$ cat src/rtl/mca_router_pkg.sv
package mca_router_pkg;

   // Routing decision for an access inside the option-select window
   typedef enum logic [1:0] {
      RT_NONE   = 2'd0,
      RT_PLANAR = 2'd1,
      RT_VIDEO  = 2'd2,
      RT_SLOT   = 2'd3
   } route_e;

   // Bit positions decoded by the window router
   localparam int unsigned SYS_PLANAR_OFF_BIT = 7;   // 0: planar owns window
   localparam int unsigned SYS_VIDEO_OFF_BIT  = 5;   // 0: integrated video owns window
   localparam int unsigned ADP_ENABLE_BIT     = 3;   // 1: adapter slot forwarding
   localparam int unsigned CTL_RESET_BIT      = 0;
   localparam int unsigned CTL_A20_BIT        = 1;

   // Address class of a bus access
   typedef struct packed {
      logic ctl;
      logic sys;
      logic adp;
      logic win;
   } hit_t;

endpackage

$ cat src/rtl/mca_port_decode.sv
module mca_port_decode
   import mca_router_pkg::*;
#(
   parameter int unsigned ADDR_W   = 16,
   parameter int unsigned CTL_ADDR = 16'h0092,
   parameter int unsigned SYS_ADDR = 16'h0094,
   parameter int unsigned ADP_ADDR = 16'h0096,
   parameter int unsigned WIN_BASE = 16'h0100,
   parameter int unsigned WIN_SPAN = 8,
   localparam int unsigned OFF_W   = $clog2(WIN_SPAN)
)(
   input  logic [ADDR_W-1:0] addr,
   output hit_t              hit,
   output logic [OFF_W-1:0]  off
);

   logic [ADDR_W-1:0] win_tag;
   logic [ADDR_W-1:0] base_tag;

   assign win_tag  = addr >> OFF_W;
   assign base_tag = ADDR_W'(WIN_BASE) >> OFF_W;

   always_comb begin
      hit     = '0;
      hit.ctl = (addr == ADDR_W'(CTL_ADDR));
      hit.sys = (addr == ADDR_W'(SYS_ADDR));
      hit.adp = (addr == ADDR_W'(ADP_ADDR));
      hit.win = (win_tag == base_tag);
   end

   assign off = addr[OFF_W-1:0];

endmodule

$ cat src/rtl/mca_window_router.sv
module mca_window_router
   import mca_router_pkg::*;
#(
   parameter int unsigned DATA_W = 8
)(
   input  logic [DATA_W-1:0] sys_setup,
   input  logic [DATA_W-1:0] adp_setup,
   output route_e            route
);

   logic planar_own;
   logic video_own;
   logic slot_own;

   assign planar_own = ~sys_setup[SYS_PLANAR_OFF_BIT];
   assign video_own  = sys_setup[SYS_PLANAR_OFF_BIT] & ~sys_setup[SYS_VIDEO_OFF_BIT];
   assign slot_own   = sys_setup[SYS_PLANAR_OFF_BIT] &  sys_setup[SYS_VIDEO_OFF_BIT]
                     & adp_setup[ADP_ENABLE_BIT];

   // Fixed priority: planar, then integrated video, then adapter slot
   always_comb begin
      if (planar_own)
         route = RT_PLANAR;
      else if (video_own)
         route = RT_VIDEO;
      else if (slot_own)
         route = RT_SLOT;
      else
         route = RT_NONE;
   end

endmodule

$ cat src/rtl/mca_ctrl_regs.sv
module mca_ctrl_regs
   import mca_router_pkg::*;
#(
   parameter int unsigned DATA_W    = 8,
   parameter logic [7:0]  SYS_RESET = 8'hFF,
   parameter logic [7:0]  ADP_RESET = 8'h00,
   parameter logic [7:0]  CTL_RESET = 8'h00,
   parameter logic [7:0]  VID_RESET = 8'h00
)(
   input  logic              clk,
   input  logic              rst_n,
   input  logic [DATA_W-1:0] wdata,
   input  logic              wr_sys,
   input  logic              wr_adp,
   input  logic              wr_ctl,
   input  logic              wr_vid,
   output logic [DATA_W-1:0] sys_q,
   output logic [DATA_W-1:0] adp_q,
   output logic [DATA_W-1:0] ctl_q,
   output logic [DATA_W-1:0] vid_q,
   output logic              reset_pulse
);

   logic reset_rise;

   assign reset_rise = wr_ctl & wdata[CTL_RESET_BIT] & ~ctl_q[CTL_RESET_BIT];

   always_ff @(posedge clk) begin
      if (!rst_n) begin
         sys_q       <= DATA_W'(SYS_RESET);
         adp_q       <= DATA_W'(ADP_RESET);
         ctl_q       <= DATA_W'(CTL_RESET);
         vid_q       <= DATA_W'(VID_RESET);
         reset_pulse <= 1'b0;
      end else begin
         if (wr_sys) sys_q <= wdata;
         if (wr_adp) adp_q <= wdata;
         if (wr_ctl) ctl_q <= wdata;
         if (wr_vid) vid_q <= wdata;
         reset_pulse <= reset_rise;
      end
   end

endmodule

$ cat src/rtl/mca_setup_router.sv
module mca_setup_router
   import mca_router_pkg::*;
#(
   parameter int unsigned ADDR_W     = 16,
   parameter int unsigned DATA_W     = 8,
   parameter int unsigned SLOT_W     = 3,
   parameter int unsigned WIN_SPAN   = 8,
   parameter int unsigned CTL_ADDR   = 16'h0092,
   parameter int unsigned SYS_ADDR   = 16'h0094,
   parameter int unsigned ADP_ADDR   = 16'h0096,
   parameter int unsigned WIN_BASE   = 16'h0100,
   parameter logic [7:0]  VID_ID_LO  = 8'hFD,
   parameter logic [7:0]  VID_ID_HI  = 8'hEF,
   parameter logic [7:0]  ADP_RD_SET = 8'h70,
   parameter logic [7:0]  IDLE_DATA  = 8'hFF,
   parameter int unsigned VID_OFF    = 2,
   parameter bit          RDATA_REG  = 1'b0,
   localparam int unsigned OFF_W     = $clog2(WIN_SPAN)
)(
   input  logic              clk,
   input  logic              rst_n,
   input  logic [ADDR_W-1:0] io_addr,
   input  logic [DATA_W-1:0] io_wdata,
   input  logic              io_rd,
   input  logic              io_wr,
   output logic [DATA_W-1:0] io_rdata,
   input  logic [DATA_W-1:0] planar_rdata,
   input  logic [DATA_W-1:0] slot_rdata,
   output logic              planar_rd,
   output logic              planar_wr,
   output logic              slot_rd,
   output logic              slot_wr,
   output logic [SLOT_W-1:0] slot_idx,
   output logic [OFF_W-1:0]  pos_off,
   output logic              cpu_reset,
   output logic              a20_alt
);

   // Elaboration-time parameter checks
   if (DATA_W != 8) begin : g_bad_data_w
      $error("mca_setup_router: DATA_W must be 8");
   end
   if (SLOT_W < 1 || SLOT_W > ADP_ENABLE_BIT) begin : g_bad_slot_w
      $error("mca_setup_router: SLOT_W must be 1..3");
   end
   if (WIN_SPAN < 4 || (WIN_SPAN & (WIN_SPAN - 1)) != 0) begin : g_bad_span
      $error("mca_setup_router: WIN_SPAN must be a power of two >= 4");
   end
   if ((WIN_BASE % WIN_SPAN) != 0) begin : g_bad_base
      $error("mca_setup_router: WIN_BASE must be aligned to WIN_SPAN");
   end
   if (VID_OFF < 2 || VID_OFF >= WIN_SPAN) begin : g_bad_vid
      $error("mca_setup_router: VID_OFF out of window");
   end

   hit_t              hit;
   logic [OFF_W-1:0]  off;
   route_e            route;
   logic [DATA_W-1:0] sys_q;
   logic [DATA_W-1:0] adp_q;
   logic [DATA_W-1:0] ctl_q;
   logic [DATA_W-1:0] vid_q;
   logic              wr_vid;
   logic [DATA_W-1:0] rd_mux;

   mca_port_decode #(
      .ADDR_W   (ADDR_W),
      .CTL_ADDR (CTL_ADDR),
      .SYS_ADDR (SYS_ADDR),
      .ADP_ADDR (ADP_ADDR),
      .WIN_BASE (WIN_BASE),
      .WIN_SPAN (WIN_SPAN)
   ) i_decode (
      .addr (io_addr),
      .hit  (hit),
      .off  (off)
   );

   mca_window_router #(
      .DATA_W (DATA_W)
   ) i_router (
      .sys_setup (sys_q),
      .adp_setup (adp_q),
      .route     (route)
   );

   assign wr_vid = io_wr & hit.win & (route == RT_VIDEO) & (off == OFF_W'(VID_OFF));

   mca_ctrl_regs #(
      .DATA_W (DATA_W)
   ) i_regs (
      .clk         (clk),
      .rst_n       (rst_n),
      .wdata       (io_wdata),
      .wr_sys      (io_wr & hit.sys),
      .wr_adp      (io_wr & hit.adp),
      .wr_ctl      (io_wr & hit.ctl),
      .wr_vid      (wr_vid),
      .sys_q       (sys_q),
      .adp_q       (adp_q),
      .ctl_q       (ctl_q),
      .vid_q       (vid_q),
      .reset_pulse (cpu_reset)
   );

   // Target selects
   assign planar_rd = io_rd & hit.win & (route == RT_PLANAR);
   assign planar_wr = io_wr & hit.win & (route == RT_PLANAR);
   assign slot_rd   = io_rd & hit.win & (route == RT_SLOT);
   assign slot_wr   = io_wr & hit.win & (route == RT_SLOT);
   assign slot_idx  = adp_q[SLOT_W-1:0];
   assign pos_off   = off;
   assign a20_alt   = ctl_q[CTL_A20_BIT];

   // Video responder data inside the window
   function automatic logic [DATA_W-1:0] video_data(input logic [OFF_W-1:0] o,
                                                    input logic [DATA_W-1:0] latch);
      if (o == OFF_W'(0))
         return VID_ID_LO;
      else if (o == OFF_W'(1))
         return VID_ID_HI;
      else if (o == OFF_W'(VID_OFF))
         return latch;
      else
         return IDLE_DATA;
   endfunction

   always_comb begin
      rd_mux = IDLE_DATA;
      if (hit.ctl)
         rd_mux = ctl_q;
      else if (hit.sys)
         rd_mux = sys_q;
      else if (hit.adp)
         rd_mux = adp_q | ADP_RD_SET;
      else if (hit.win) begin
         unique case (route)
            RT_PLANAR: rd_mux = planar_rdata;
            RT_VIDEO:  rd_mux = video_data(off, vid_q);
            RT_SLOT:   rd_mux = slot_rdata;
            default:   rd_mux = IDLE_DATA;
         endcase
      end
   end

   // Read data timing variant
   if (RDATA_REG) begin : g_rdata_reg
      logic [DATA_W-1:0] rdata_q;
      always_ff @(posedge clk) begin
         if (!rst_n)
            rdata_q <= IDLE_DATA;
         else if (io_rd)
            rdata_q <= rd_mux;
      end
      assign io_rdata = rdata_q;
   end else begin : g_rdata_comb
      assign io_rdata = rd_mux;
   end

endmodule

$ cat config.mk
export PLATFORM = sky130hd
export DESIGN_NAME = mca_setup_router
export DESIGN_NICKNAME = d
export VERILOG_FILES = /design/src/rtl/mca_router_pkg.sv /design/src/rtl/mca_port_decode.sv /design/src/rtl/mca_window_router.sv /design/src/rtl/mca_ctrl_regs.sv /design/src/rtl/mca_setup_router.sv
export SDC_FILE = /design/constraint.sdc
export NUM_CORES = 1
export LEC_CHECK = 0
export BUFFER_PORTS_ARGS = -buffer_cell sky130_fd_sc_hd__buf_4
export CAP_MARGIN = 20
export CORE_MARGIN = 1.5
export CORE_UTILIZATION = 45
export DETAILED_ROUTE_END_ITERATION = 7
export PLACE_DENSITY_LB_ADDON = 0.12
export REMOVE_ABC_BUFFERS = 1
export SYNTH_ARGS = -nofsm -noshare
export SYNTH_HDL_FRONTEND = slang
export SYNTH_SLANG_ARGS = --single-unit
$ cat constraint.sdc
create_clock -name clk -period 1.8 [get_ports clk]
set_input_delay 0.09 -clock clk [delete_from_list [all_inputs] [get_ports clk]]
set_output_delay 0.09 -clock clk [all_outputs]
set_load 0.05 [all_outputs]
==> qor.txt <==
CTS Sinks = 30
design area = 2820 sq um
Hold Vio Cnt, Final = 0
achievable frequency = 505 MHz
vias in the first global route = 1976
Async SR Flop Fraction = 0%
worst endpoint required time = 1710 ps
YS warnings = 0
row cnt = 23
Clk Latency, worst-skew pair = 280 ps
drt wl/cell = 18.0 microns
grt total ovfl = 0
Via density = 5.99
sequential share of the synthesized area = 32.7%
die width = 66.9 microns
core area = 3970 sq um
Fill cells = 339
r2r startpoint = i_regs.sys_q[5]
die area = 4480 sq um
Final ANT Viol Nets = 0
nets = 354
P&R area growth vs syn = 53.5%
# DRC = 0
crit-path max FO = 6
r2r endpoint = i_regs.vid_q[5]
combinational share of power = 13.7%
Total GRT Usage = 29.5%
failing checks = negative setup slack
Primary FF master, synth = dfxtp_1
max cap viols = 0
Seq cells post-synth = 30
Detail Placement HPWL = 4360 microns
PD cells = 505 nW/um^2
Routed Wire Length = 6490 microns
antenna violations before repair = 0
Port Buffers = 63
grt met3 use = 8.11%
Switching Share = 25.0%
Ant. Diodes = 0
largest net degree at the start of global routing = 23
Synth cell types = 46
setup violators final = 17
Setup crit end = io_rdata[5]
Final Critical Period = 1980 ps
clock-pin slew on the worst setup and hold paths = 60 ps
Internal = 1.07 mW
clock root buffer = clkbuf_8
clock network fraction of total power = 39.7%
Via Count = 2162
CTS tree = done
worst IR drop on VDD = 0.000458 V
Leak = 1.07 nW
setup ws final = -182 ps
crit path launch = i_regs.sys_q[5]
total CTS buffers = 5
Core Util, Final = 71.1%
fin. max-slew vios = 0
Top-Level Pins = 64
routability congestion estimate = 0.890
Initial Util = 46.3%
DRT iter0 DRCs = 123
post-route clock period utilization = 110%
mean post-synth cell area = 7.89 sq um
outcome = finished, violations left
number of flops mapped to enable cells by yosys = 0
first-pass GRT wire length = 9780 microns
endpoint class of the critical path = output port
mapped cell area = 1840 sq um
Final Skew = 1.62 ps
NetSw = 356 uW
number of H-tree levels = 2
critical path arrival = 1890 ps
1st-pass router iterations = 4
GR Layer Usage met2 = 48.6%
startpoint type of the worst setup path = flop
crit path kind = reg -> out
slew at the pin closest to its max-slew limit = 697 ps
Longest Clk Path Bufs = 2
Post-Place Cell Area = 2420 sq um
RSZ-0062 raised after global routing = true
Worst R2R Path Depth = 6
Total Power = 1.42 mW
final setup TNS = -2240 ps
Die H = 66.9 microns
min-delay worst type = in -> reg
Rel. slew slack = 53.5%
GRT Max-Usage Layer = met2
Gate Count Post-Synth = 233
layout cells sized above 1 = 48.9%
Reg2Reg Setup Slack = -150 ps
worst slack, placed = -233 ps
met1 GRT Util = 37.0%
sequential power share = 46.6%
==> logic make-up (layout without fill, tap and decap cells) <==
family	count (synthesis)	count (layout)	synth area share [%]
AND/OR/NAND/NOR	92	92	31.4
AO/OA/AOI/OAI	79	79	26.1
buffers and inverters	31	109	9.39
flip-flops	30	30	32.7
multiplexers	1	1	0.544
==> timing repair <==
item	in CTS	in global routing
pin swaps	13	10
setup endpoints to repair	20	21
hold buffers	0	0
buffers inserted	3	3
gates resized for setup	41	25
cloned	1	0
endpoints found under the hold margin	0	0
==> critical path: stages, from the launching register on <==
cell and delay (ps):
dfxtp_2 320, or4b_4 550, buf_6 150, o221ai_2 150, nand3_1 120, o221a_2 150, buf_8 150
==> metal layers <==
layer | wire length [microns] | vias to the layer above
li1 | - | 1036
met5 | 0 | -
met4 | 93 | 0
met3 | 453 | 10
met2 | 3260 | 85
met1 | 2680 | 1031
==> synthesized netlist by cell type (4+ instances only) <==
| cell type | instances | area (sq um) |
|---|---|---|
| a21oi_1 | 22 | 110 |
| nand4_1 | 8 | 50.1 |
| buf_4 | 6 | 45.0 |
| nand3_1 | 34 | 170 |
| inv_1 | 4 | 15.0 |
| nor2_1 | 5 | 18.8 |
| o21ai_1 | 12 | 60.1 |
| o21ai_0 | 23 | 115 |
| nor3_1 | 7 | 35.0 |
| nand2_1 | 8 | 30.0 |
| clkbuf_1 | 11 | 41.3 |
| dfxtp_1 | 30 | 601 |
| buf_6 | 4 | 45.0 |
==> placed cells by master, fill, tap and decap left out, types with 4 or more instances in the layout <==
| master | count |
|---|---|
| o21ai_2 | 9 |
| nand4_1 | 8 |
| nor3_1 | 4 |
| inv_1 | 4 |
| nand2_1 | 6 |
| nand3_1 | 33 |
| o21ai_0 | 16 |
| dfxtp_1 | 28 |
| a21oi_1 | 21 |
| nor2_1 | 5 |
| o21ai_1 | 11 |
| buf_6 | 14 |
| clkbuf_8 | 6 |
| buf_4 | 78 |
==> power groups by stage <==
stage | sequential (mW) | clock [mW] | combinational, mW
floorplan | 0.679 | 0 | 0.0330
global placement | 0.679 | 0 | 0.174
detailed placement | 0.679 | 0 | 0.174
CTS | 0.664 | 0.573 | 0.187
global route | 0.663 | 0.612 | 0.208
finish | 0.664 | 0.565 | 0.196
==> per-stage QoR <==
stage | hold WS [ps] | cells
after global routing | 49.5 | 361
after floorplan | 162 | 207
final | 55.7 | 361
after global placement | 343 | 346
after CTS | 46.2 | 358
after detailed placement | 343 | 346
==> registers in the layout, summed over array words and instances, names as in the netlist <==
register and flops:
i_regs.adp_q 5, i_regs.sys_q 8, i_regs.ctl_q 8, i_regs.reset_pulse 1, i_regs.vid_q 8
==> cell type report <==
class	count	area (sq um)	area share, %
clock buffers	7	86.3	3.06
clock inverters	1	5.00	0.177
inverters	5	22.5	0.798
multi-input cells	172	1250	44.3
flip-flops and latches	30	603	21.4
well taps	50	62.6	2.22
repair buffers	96	793	28.1
==> worst min-delay path by stage <==
stage | startpoint | to | slack (ps) | cells past startpoint
after floorplan | rst_n | i_regs.sys_q[0] | 160 | 1
after global placement | rst_n | i_regs.sys_q[3] | 340 | 2
final | rst_n | i_regs.sys_q[7] | 60 | 2
after detailed placement | rst_n | i_regs.sys_q[3] | 340 | 2
after CTS | rst_n | i_regs.sys_q[3] | 50 | 2
after global routing | rst_n | i_regs.sys_q[7] | 50 | 2
Power figures use the tool's default switching activity.
